File: config.mk
export PLATFORM = sky130hd
export DESIGN_NAME = sdr_burst_colgen
export DESIGN_NICKNAME = d
export VERILOG_FILES = /design/src/rtl/sbc_pkg.sv /design/src/rtl/sbc_mode_decode.sv /design/src/rtl/sbc_addr_gen.sv /design/src/rtl/sbc_beat_ctrl.sv /design/src/rtl/sdr_burst_colgen.sv
export SDC_FILE = /design/constraint.sdc
export NUM_CORES = 1
export LEC_CHECK = 0
export CAP_MARGIN = 40
export CORE_ASPECT_RATIO = 0.7
export CORE_UTILIZATION = 52
export DETAILED_ROUTE_END_ITERATION = 7
export PLACE_DENSITY = 0.81
export REMOVE_ABC_BUFFERS = 1
export SLEW_MARGIN = 10
export SYNTH_ARGS = -nofsm -noshare
export SYNTH_HDL_FRONTEND = slang
export SYNTH_HIERARCHICAL = 1
export SYNTH_SLANG_ARGS = --single-unit
File: constraint.sdc
create_clock -name clk_i -period 2.7 [get_ports clk_i]
set_clock_uncertainty 0.15 [all_clocks]
set_input_delay 0.54 -clock clk_i [delete_from_list [all_inputs] [get_ports clk_i]]
set_output_delay 0.54 -clock clk_i [all_outputs]
set_load 0.02 [all_outputs]
File: src/rtl/sbc_pkg.sv
package sbc_pkg;

  // Width of the log2 of the longest fixed burst (8 beats -> 3, fits in 2 bits).
  localparam int unsigned LG_W      = 2;
  localparam int unsigned LEN_W     = 3;

  localparam logic [LEN_W-1:0] LEN_ONE = 3'b000;
  localparam logic [LEN_W-1:0] LEN_TWO = 3'b001;
  localparam logic [LEN_W-1:0] LEN_FOUR = 3'b010;
  localparam logic [LEN_W-1:0] LEN_EIGHT = 3'b011;
  localparam logic [LEN_W-1:0] LEN_ROW = 3'b111;

  // Settings captured when a burst is accepted.
  typedef struct packed {
    logic [LG_W-1:0] lg;   // log2 of the fixed beat count
    logic            row;  // whole-row burst, ended by stop
    logic            ilv;  // interleaved ordering
    logic            err;  // reserved length code seen
  } burst_cfg_t;

endpackage

File: src/rtl/sbc_mode_decode.sv
module sbc_mode_decode
  import sbc_pkg::*;
(
  input  logic [LEN_W-1:0] len_code_i,
  input  logic             ilv_i,
  input  logic             is_write_i,
  input  logic             wr_single_i,
  output burst_cfg_t       cfg_o
);

  logic rsvd;
  logic fixed_code;

  always_comb begin
    fixed_code = (len_code_i == LEN_ONE) || (len_code_i == LEN_TWO) ||
                 (len_code_i == LEN_FOUR) || (len_code_i == LEN_EIGHT);
    // Whole-row length is only legal with linear ordering.
    rsvd       = !fixed_code && !((len_code_i == LEN_ROW) && !ilv_i);
  end

  always_comb begin
    cfg_o     = '0;
    cfg_o.ilv = ilv_i;
    if (rsvd) begin
      cfg_o.err = 1'b1;
    end else if (is_write_i && wr_single_i) begin
      cfg_o.lg  = '0;
    end else if (len_code_i == LEN_ROW) begin
      cfg_o.row = 1'b1;
    end else begin
      cfg_o.lg  = len_code_i[LG_W-1:0];
    end
  end

endmodule

File: src/rtl/sbc_addr_gen.sv
module sbc_addr_gen
  import sbc_pkg::*;
#(
  parameter int unsigned COL_W = 8
) (
  input  logic [COL_W-1:0] base_i,
  input  logic [COL_W-1:0] idx_i,
  input  logic [LG_W-1:0]  lg_i,
  input  logic             row_i,
  input  logic             ilv_i,
  output logic [COL_W-1:0] col_o
);

  logic [COL_W-1:0] wrap_mask;
  logic [COL_W-1:0] lin_col;
  logic [COL_W-1:0] ilv_col;

  // Bits below log2(length) move during a burst; a row burst moves them all.
  for (genvar b = 0; b < COL_W; b++) begin : g_mask
    assign wrap_mask[b] = row_i || (b < int'(lg_i));
  end

  always_comb begin
    lin_col = (base_i & ~wrap_mask) | ((base_i + idx_i) & wrap_mask);
    ilv_col = base_i ^ (idx_i & wrap_mask);
    col_o   = ilv_i ? ilv_col : lin_col;
  end

endmodule

File: src/rtl/sbc_beat_ctrl.sv
module sbc_beat_ctrl
  import sbc_pkg::*;
#(
  parameter int unsigned COL_W = 8
) (
  input  logic             clk_i,
  input  logic             rst_ni,
  input  logic             start_i,
  input  logic             stop_i,
  input  burst_cfg_t       cfg_i,
  input  logic [COL_W-1:0] col_i,
  output logic             busy_o,
  output logic             final_o,
  output logic [COL_W-1:0] idx_o,
  output logic [COL_W-1:0] base_o,
  output burst_cfg_t       cfg_o
);

  logic             busy_q, busy_d;
  logic [COL_W-1:0] idx_q, idx_d;
  logic [COL_W-1:0] base_q, base_d;
  burst_cfg_t       cfg_q, cfg_d;
  logic [COL_W-1:0] last_idx;
  logic             load;
  logic             fin;
  logic             en;

  for (genvar b = 0; b < COL_W; b++) begin : g_last
    assign last_idx[b] = (b < int'(cfg_q.lg));
  end

  always_comb begin
    load = start_i && !busy_q;
    fin  = busy_q && (cfg_q.row ? stop_i : (idx_q == last_idx));
    en   = load || busy_q;
  end

  always_comb begin
    busy_d = busy_q;
    idx_d  = idx_q;
    base_d = base_q;
    cfg_d  = cfg_q;
    if (load) begin
      busy_d = 1'b1;
      idx_d  = '0;
      base_d = col_i;
      cfg_d  = cfg_i;
    end else if (busy_q) begin
      idx_d  = idx_q + 1'b1;
      if (fin) begin
        busy_d = 1'b0;
      end
    end
  end

  always_ff @(posedge clk_i or negedge rst_ni) begin
    if (!rst_ni) begin
      busy_q <= 1'b0;
      idx_q  <= '0;
      base_q <= '0;
      cfg_q  <= '0;
    end else if (en) begin
      busy_q <= busy_d;
      idx_q  <= idx_d;
      base_q <= base_d;
      cfg_q  <= cfg_d;
    end
  end

  assign busy_o  = busy_q;
  assign final_o = fin;
  assign idx_o   = idx_q;
  assign base_o  = base_q;
  assign cfg_o   = cfg_q;

  AST_BEAT_STEP: assert property (@(posedge clk_i) disable iff (!rst_ni)
    (busy_q && !fin) |=> (busy_q && idx_q == $past(idx_q) + 1'b1));

  AST_END_AFTER_LAST: assert property (@(posedge clk_i) disable iff (!rst_ni)
    fin |=> !busy_q);

  AST_FIXED_BOUND: assert property (@(posedge clk_i) disable iff (!rst_ni)
    (busy_q && !cfg_q.row) |-> (idx_q <= last_idx));

  AST_BASE_HELD: assert property (@(posedge clk_i) disable iff (!rst_ni)
    (busy_q && $past(busy_q) && !$past(fin)) |-> $stable(base_q));

endmodule

File: src/rtl/sdr_burst_colgen.sv
module sdr_burst_colgen
  import sbc_pkg::*;
#(
  parameter int unsigned COL_W = 8
) (
  input  logic             clk_i,
  input  logic             rst_ni,
  input  logic             start_i,
  input  logic [COL_W-1:0] start_col_i,
  input  logic             is_write_i,
  input  logic [LEN_W-1:0] len_code_i,
  input  logic             ilv_i,
  input  logic             wr_single_i,
  input  logic             stop_i,
  output logic [COL_W-1:0] col_o,
  output logic             beat_vld_o,
  output logic             last_o,
  output logic             rsvd_err_o
);

  localparam int unsigned FIX_MAX_LG = 3;

  logic             rst_meta_q, rst_sync_q;
  burst_cfg_t       req_cfg;
  burst_cfg_t       run_cfg;
  logic             busy;
  logic             fin;
  logic [COL_W-1:0] idx;
  logic [COL_W-1:0] base;

  // Reset asserts at once and deasserts after two clock edges.
  always_ff @(posedge clk_i or negedge rst_ni) begin
    if (!rst_ni) begin
      rst_meta_q <= 1'b0;
      rst_sync_q <= 1'b0;
    end else begin
      rst_meta_q <= 1'b1;
      rst_sync_q <= rst_meta_q;
    end
  end

  sbc_mode_decode u_decode (
    .len_code_i  (len_code_i),
    .ilv_i       (ilv_i),
    .is_write_i  (is_write_i),
    .wr_single_i (wr_single_i),
    .cfg_o       (req_cfg)
  );

  sbc_beat_ctrl #(.COL_W(COL_W)) u_ctrl (
    .clk_i   (clk_i),
    .rst_ni  (rst_sync_q),
    .start_i (start_i),
    .stop_i  (stop_i),
    .cfg_i   (req_cfg),
    .col_i   (start_col_i),
    .busy_o  (busy),
    .final_o (fin),
    .idx_o   (idx),
    .base_o  (base),
    .cfg_o   (run_cfg)
  );

  sbc_addr_gen #(.COL_W(COL_W)) u_addr (
    .base_i (base),
    .idx_i  (idx),
    .lg_i   (run_cfg.lg),
    .row_i  (run_cfg.row),
    .ilv_i  (run_cfg.ilv),
    .col_o  (col_o)
  );

  assign beat_vld_o = busy;
  assign last_o     = fin;
  assign rsvd_err_o = busy && run_cfg.err;

  AST_FIRST_BEAT: assert property (@(posedge clk_i) disable iff (!rst_sync_q)
    (start_i && !beat_vld_o) |=> (beat_vld_o && col_o == $past(start_col_i)));

  AST_ERR_SINGLE: assert property (@(posedge clk_i) disable iff (!rst_sync_q)
    rsvd_err_o |-> last_o);

  AST_WR_SINGLE: assert property (@(posedge clk_i) disable iff (!rst_sync_q)
    (start_i && !beat_vld_o && is_write_i && wr_single_i) |=> last_o);

  AST_BLOCK_HELD: assert property (@(posedge clk_i) disable iff (!rst_sync_q)
    (beat_vld_o && $past(beat_vld_o) && !$past(last_o) && !run_cfg.row) |->
    (col_o[COL_W-1:FIX_MAX_LG] == $past(col_o[COL_W-1:FIX_MAX_LG])));

  AST_IDLE_QUIET: assert property (@(posedge clk_i) disable iff (!rst_sync_q)
    !beat_vld_o |-> (!last_o && !rsvd_err_o));

endmodule

* Word-level counts from Yosys, hierarchy flattened *
Index checks and enable logic that the tools add are counted.

storage, ports and cells
  register bits after elaboration = 24

operators by class
  add/sub/neg operators = 2
  magnitude comparators = 3
  equal/unequal tests = 5
  multiplexer cells = 13
  bitwise operators = 6
  reductions and logical operators = 21

operator list
  kind                   number
  $and A8 B8 Y8          3
  $mux W8                3
  $add A8 B1 Y8 const B  1
  $add A8 B8 Y8          1
  $eq A8 B3 Y1           1
  $not A8 Y8             1
  $or A8 B8 Y8           1
  $xor A8 B8 Y8          1
  $logic_or A1 B1 Y1     7
  $mux W1                7
  $eq A3 B2 Y1 const B   2
  $logic_and A1 B1 Y1    6
  $logic_not A1 Y1       4
  $lt A1 B2 Y1 const A   2
  $mux W2                2
  $reduce_and A2 Y1      2
  $eq A3 B1 Y1 const B   1
  $eq A3 B3 Y1 const B   1
  $logic_not A3 Y1       1
  $mux W3                1
  $lt A2 B2 Y1 const A   1
  $reduce_bool A2 Y1     1

* Logic depth before layout (Yosys ltp) *
  depth in word-level cells = 7
  mapped depth = 8
  gate-level depth less buffers = 8

* By module *
Netlist, hierarchy kept.

by module, submodules not included
  module            times used  cells each  area an instance (µm²)  sequential area each (µm²)
  sbc_beat_ctrl     1           110         980.9                   550.5
  sbc_addr_gen      1           79          528.0                   0.0
  sbc_mode_decode   1           9           63.8                    0.0
  sdr_burst_colgen  1           4           60.1                    50.0

* Least setup slack after synthesis *
OpenSTA, ideal clock, no wires.

  path type = register to output
  start = reg u_ctrl.idx_q[0] (netlist: u_ctrl/idx_o[0])
  end = out col_o[6]
  data arrival time = 2.076 ns
  required time = 2.010 ns
  slack = -0.066 ns
  stages on the path, launching flop included = 9
  cells stage by stage = dfrtp_1 ha_1 inv_1 fa_1 nor2b_1 o31a_2 o22ai_1 xor2_1 o21ai_0

between the ends
  word-level cells in the longest chain between the ends = 4

ends and longest elaborated chain
  item                    line                    source
  from (decl)             sbc_beat_ctrl.sv:20     logic [COL_W-1:0] idx_q, idx_d;
  from (signal assigned)  sbc_beat_ctrl.sv:64     idx_q <= idx_d;
  $add A8 B8 Y8           sbc_addr_gen.sv:24      lin_col = (base_i & ~wrap_mask) | ((base_i + idx_i) & wrap_mask);
  $and A8 B8 Y8           sbc_addr_gen.sv:24
  $or A8 B8 Y8            sbc_addr_gen.sv:24
  $mux W8                 sbc_addr_gen.sv:26      col_o = ilv_i ? ilv_col : lin_col;
  to (decl)               sdr_burst_colgen.sv:15  output logic [COL_W-1:0] col_o,

No other way between the ends.

* Worst setup path in the final report *
Same ends and word-level chain as after synthesis.

==> results.md <==
- final max-slew violation count: 0
- vias per cell: 6.097
- number of buffers added by the clock tree synthesis step: 3
- ordered cell list for the critical path: ha_2, inv_2, fa_2, nor2b_2, o31a_2, o22ai_2, xor2_1, o21ai_1, buf_4
- global placement routability congestion: 0.9313
- Vias: 1762
- worst setup slack before clock tree synthesis: -0.3854 ns
- post-layout minimum cycle time: 2.907 ns
- Most used DFF post-synth: sky130_fd_sc_hd__dfrtp_1
- initial antenna violation count: 0
- clk slew on worst S/H paths: 0.08 ns
- switching share of power: 46.44%
- delay of the slowest critical-path stage: 0.37 ns
- crit path launch type: register
- total global routing track utilization: 30.53%
- Mapped Avg Cell Area: 8.083 µm²
- ports placed on the boundary: 29
- total of flip-flops plus latches after synthesis: 24
- setup repair after global routing missed its margin: yes
- Worst Hold Margin: 0.1031 ns
- total grt overflow: 0
- power per cell area: 1339 nW/µm²
- ANT nets after route: 0
- Worst Hold Class: reg2async
- combinational fraction of design power: 70.5%
- clock tree sinks: 24
- Synth top area share: 36.78%
- maximum fanout along the worst path: 2
- count of flip-flops with a built-in enable after synthesis: 0
- number of violations reported at the end of detailed-routing iteration 0: 143
- final critical-path setup slack: -0.2073 ns
- sequential share of the synthesized area: 36.78%
- required time of the critical path: 2.01 ns
- area enclosed by the die boundary: 3372 µm²
- overall die width: 68.98 µm
- instance count on the critical path: 9
- final antenna diode count: 0
- Clk pwr share: 8.0%
- worst r2r path cells: 4
- synth unique cells: 44
- Max clock buf depth: 2
- measured slew at the worst slew-check pin: 0.7105 ns
- max frequency: 0.3440 GHz
- port bufs: 28
- clock latency reported for the late side of the worst-skew pair: 0.27 ns
- max-cap check violation count: 0
- pin count of the biggest net entering global routing: 20
- relative area change from synthesis to final layout: 40.31%
- final count of hold timing violations: 0
- height of the die: 48.89 µm
- CP Buf/Inv Count: 2
- share of post-route cells with drive strength above 1: 24.51%
- Setup Crit Path Kind: reg2out
- failing checks: negative setup slack
- net count reported at finish: 281
- maximum level of the CTS H-tree: 1
- half-perimeter wire length after detailed placement: 3.345 mm
- sum of negative setup slack: -0.2934 ns
- fill cell count: 174
- initial standard-cell utilization of the core: 56.64%
- VDD IR-drop max: 0.6383 mV
- first-pass GRT wire length: 7.514 mm
- slowest cell on the critical path: sky130_fd_sc_hd__dfrtp_1
- area of the core: 2883 µm²
- routed length per instance: 17.12 µm
- Leak: 1.024 nW
- post-synthesis instance area: 1633 µm²
- reported net switching power: 0.001424 W
- vias in the first global route: 1648
- Post-synth top cells: sky130_fd_sc_hd__nand2_1 (45), sky130_fd_sc_hd__dfrtp_1 (24), sky130_fd_sc_hd__a21oi_1 (14), sky130_fd_sc_hd__o21ai_0 (14), sky130_fd_sc_hd__inv_1 (10)
- largest area contributor in the netlist: sky130_fd_sc_hd__dfrtp_1
- delay-heaviest family, CP: adder cells
- slack of the worst reg-to-reg path: 1.04 ns
- arrival time at the worst endpoint: 2.22 ns
- Setup violations, final: 3
- Detailed Routing Iterations Pass 1: 5
- internal cell power: 0.001643 W
- count of yosys warnings during synthesis: 6
- Sequential Power Share: 21.6%
- final period utilization: 107.7%
- CTS root buf: sky130_fd_sc_hd__clkbuf_8
- cell count after synthesis: 202
- top cells by area in the synthesized netlist: sky130_fd_sc_hd__dfrtp_1 (37%), sky130_fd_sc_hd__nand2_1 (10%), sky130_fd_sc_hd__ha_1 (6.1%)
- result of the run: finished, violations left
- share of async-settable or async-resettable flops after synthesis: 100.0%
- library cell with the highest instance count after synthesis: sky130_fd_sc_hd__nand2_1
- total wire length: 4.948 mm
- headroom to the max-slew limit: 52.64%
- drt drc: 0
- element type at the critical path end: output pin
- clock tree from TritonCTS: yes
- number of rows in the core area: 16
## metal layers
layer / track usage, % / share of wire [%] / vias up
li1: - / - / 810
met4: 7.483 / 2.9 / 0
met5: 0 / 0 / -
met2: 53.72 / 49 / 105
met3: 5.607 / 8.0 / 16
met1: 37.80 / 40 / 831
## per-stage QoR
stage / total power (W) / cells / util [%] / area [µm²]
floorplan: 0.001694 / 193 / - / 1582
global placement: 0.002412 / 282 / 72.66 / 2095
detailed placement: 0.002517 / 283 / 73.61 / 2122
CTS: 0.002846 / 289 / 77.86 / 2245
global route: 0.003260 / 289 / 79.47 / 2291
finish: 0.003067 / 289 / 79.47 / 2291
## cells in the final DEF, fill, tap and decap left out, types with 2 or more instances in the layout
master,Yosys,final
sky130_fd_sc_hd__o21a_1,3,3
sky130_fd_sc_hd__o21ai_0,14,10
sky130_fd_sc_hd__nand2_1,45,45
sky130_fd_sc_hd__nor4_1,3,2
sky130_fd_sc_hd__nand2b_1,6,6
sky130_fd_sc_hd__nand4_1,2,2
sky130_fd_sc_hd__o22ai_1,3,2
sky130_fd_sc_hd__xor2_1,2,2
sky130_fd_sc_hd__ha_4,0,4
sky130_fd_sc_hd__clkdlybuf4s50_1,0,19
sky130_fd_sc_hd__nand3b_1,2,2
sky130_fd_sc_hd__and2_1,2,2
sky130_fd_sc_hd__xnor2_1,3,3
sky130_fd_sc_hd__clkbuf_8,0,4
sky130_fd_sc_hd__buf_4,3,30
sky130_fd_sc_hd__dfrtp_1,24,23
sky130_fd_sc_hd__o211ai_1,2,2
sky130_fd_sc_hd__a31oi_1,3,3
sky130_fd_sc_hd__inv_1,10,9
sky130_fd_sc_hd__nor2b_1,3,2
sky130_fd_sc_hd__nor2_1,8,8
sky130_fd_sc_hd__ha_1,8,3
sky130_fd_sc_hd__o21ai_2,0,3
sky130_fd_sc_hd__o21ai_1,2,3
sky130_fd_sc_hd__a21oi_1,14,13
sky130_fd_sc_hd__nand3_1,6,6
sky130_fd_sc_hd__a211oi_1,4,2
sky130_fd_sc_hd__o31ai_1,3,3
sky130_fd_sc_hd__dlygate4sd2_1,0,2
sky130_fd_sc_hd__nor3_1,5,4
## what timing repair did
| item | in CTS | in global routing |
|---|---|---|
| hold endpoints to repair | 3 | 0 |
| endpoints found under the setup margin | 9 | 8 |
| buffers inserted | 1 | 1 |
| pin swaps | 4 | 14 |
| hold buffers | 1 | 0 |
| gates resized for setup | 47 | 14 |
## cell type report
class | instances | area, µm² | area share [%]
clock buffers | 4 | 55.05 | 2.403
well taps | 36 | 45.04 | 1.966
inverters | 10 | 37.54 | 1.638
repair buffers | 56 | 491.7 | 21.46
flip-flops and latches | 24 | 601.8 | 26.27
multi-input cells | 159 | 1060 | 46.26
## power by group through the flow
stage / combinational, W / sequential, W / clock [W]
floorplan: 0.000981 / 0.000713 / 0
global placement: 0.00179 / 0.000626 / 0
detailed placement: 0.00188 / 0.000633 / 0
CTS: 0.00196 / 0.000641 / 0.000249
global route: 0.00231 / 0.000681 / 0.000266
finish: 0.00216 / 0.000662 / 0.000244
## path summary, 6_finish.rpt
check,from,endpoint
min in group clk_i,rst_meta_q$_DFF_PN0_,rst_sync_q$_DFF_PN0_
hold / removal,rst_sync_q$_DFF_PN0_,u_ctrl/cfg_o[2]$_DFFE_PN0P_
setup reg to reg,u_ctrl/busy_o$_DFFE_PN0P_,u_ctrl/idx_o[7]$_DFFE_PN0P_
max in group asynchronous,rst_sync_q$_DFF_PN0_,u_ctrl/base_o[3]$_DFFE_PN0P_
setup / recovery,u_ctrl/idx_o[0]$_DFFE_PN0P_,col_o[6]
hold reg to reg,rst_sync_q$_DFF_PN0_,u_ctrl/cfg_o[2]$_DFFE_PN0P_
## sequential cells by signal, indices dropped and copies added (netlist names)
signal,cells
u_ctrl/idx_o,8
u_ctrl/base_o,8
u_ctrl/cfg_o,5
u_ctrl/busy_o,1
rst_meta_q,1
rst_sync_q,1
## cell families after synthesis
kind of cell | synth area share [%]
multiplexers | 0.6896
buffers and inverters | 5.440
AO/OA/AOI/OAI | 22.15
AND/OR/NAND/NOR | 24.68
adder cells (fa/ha/maj) | 7.357
other | 0.2297
XOR/XNOR | 2.682
flip-flops | 36.78
Note: power is estimated with default switching activity, not from simulation.
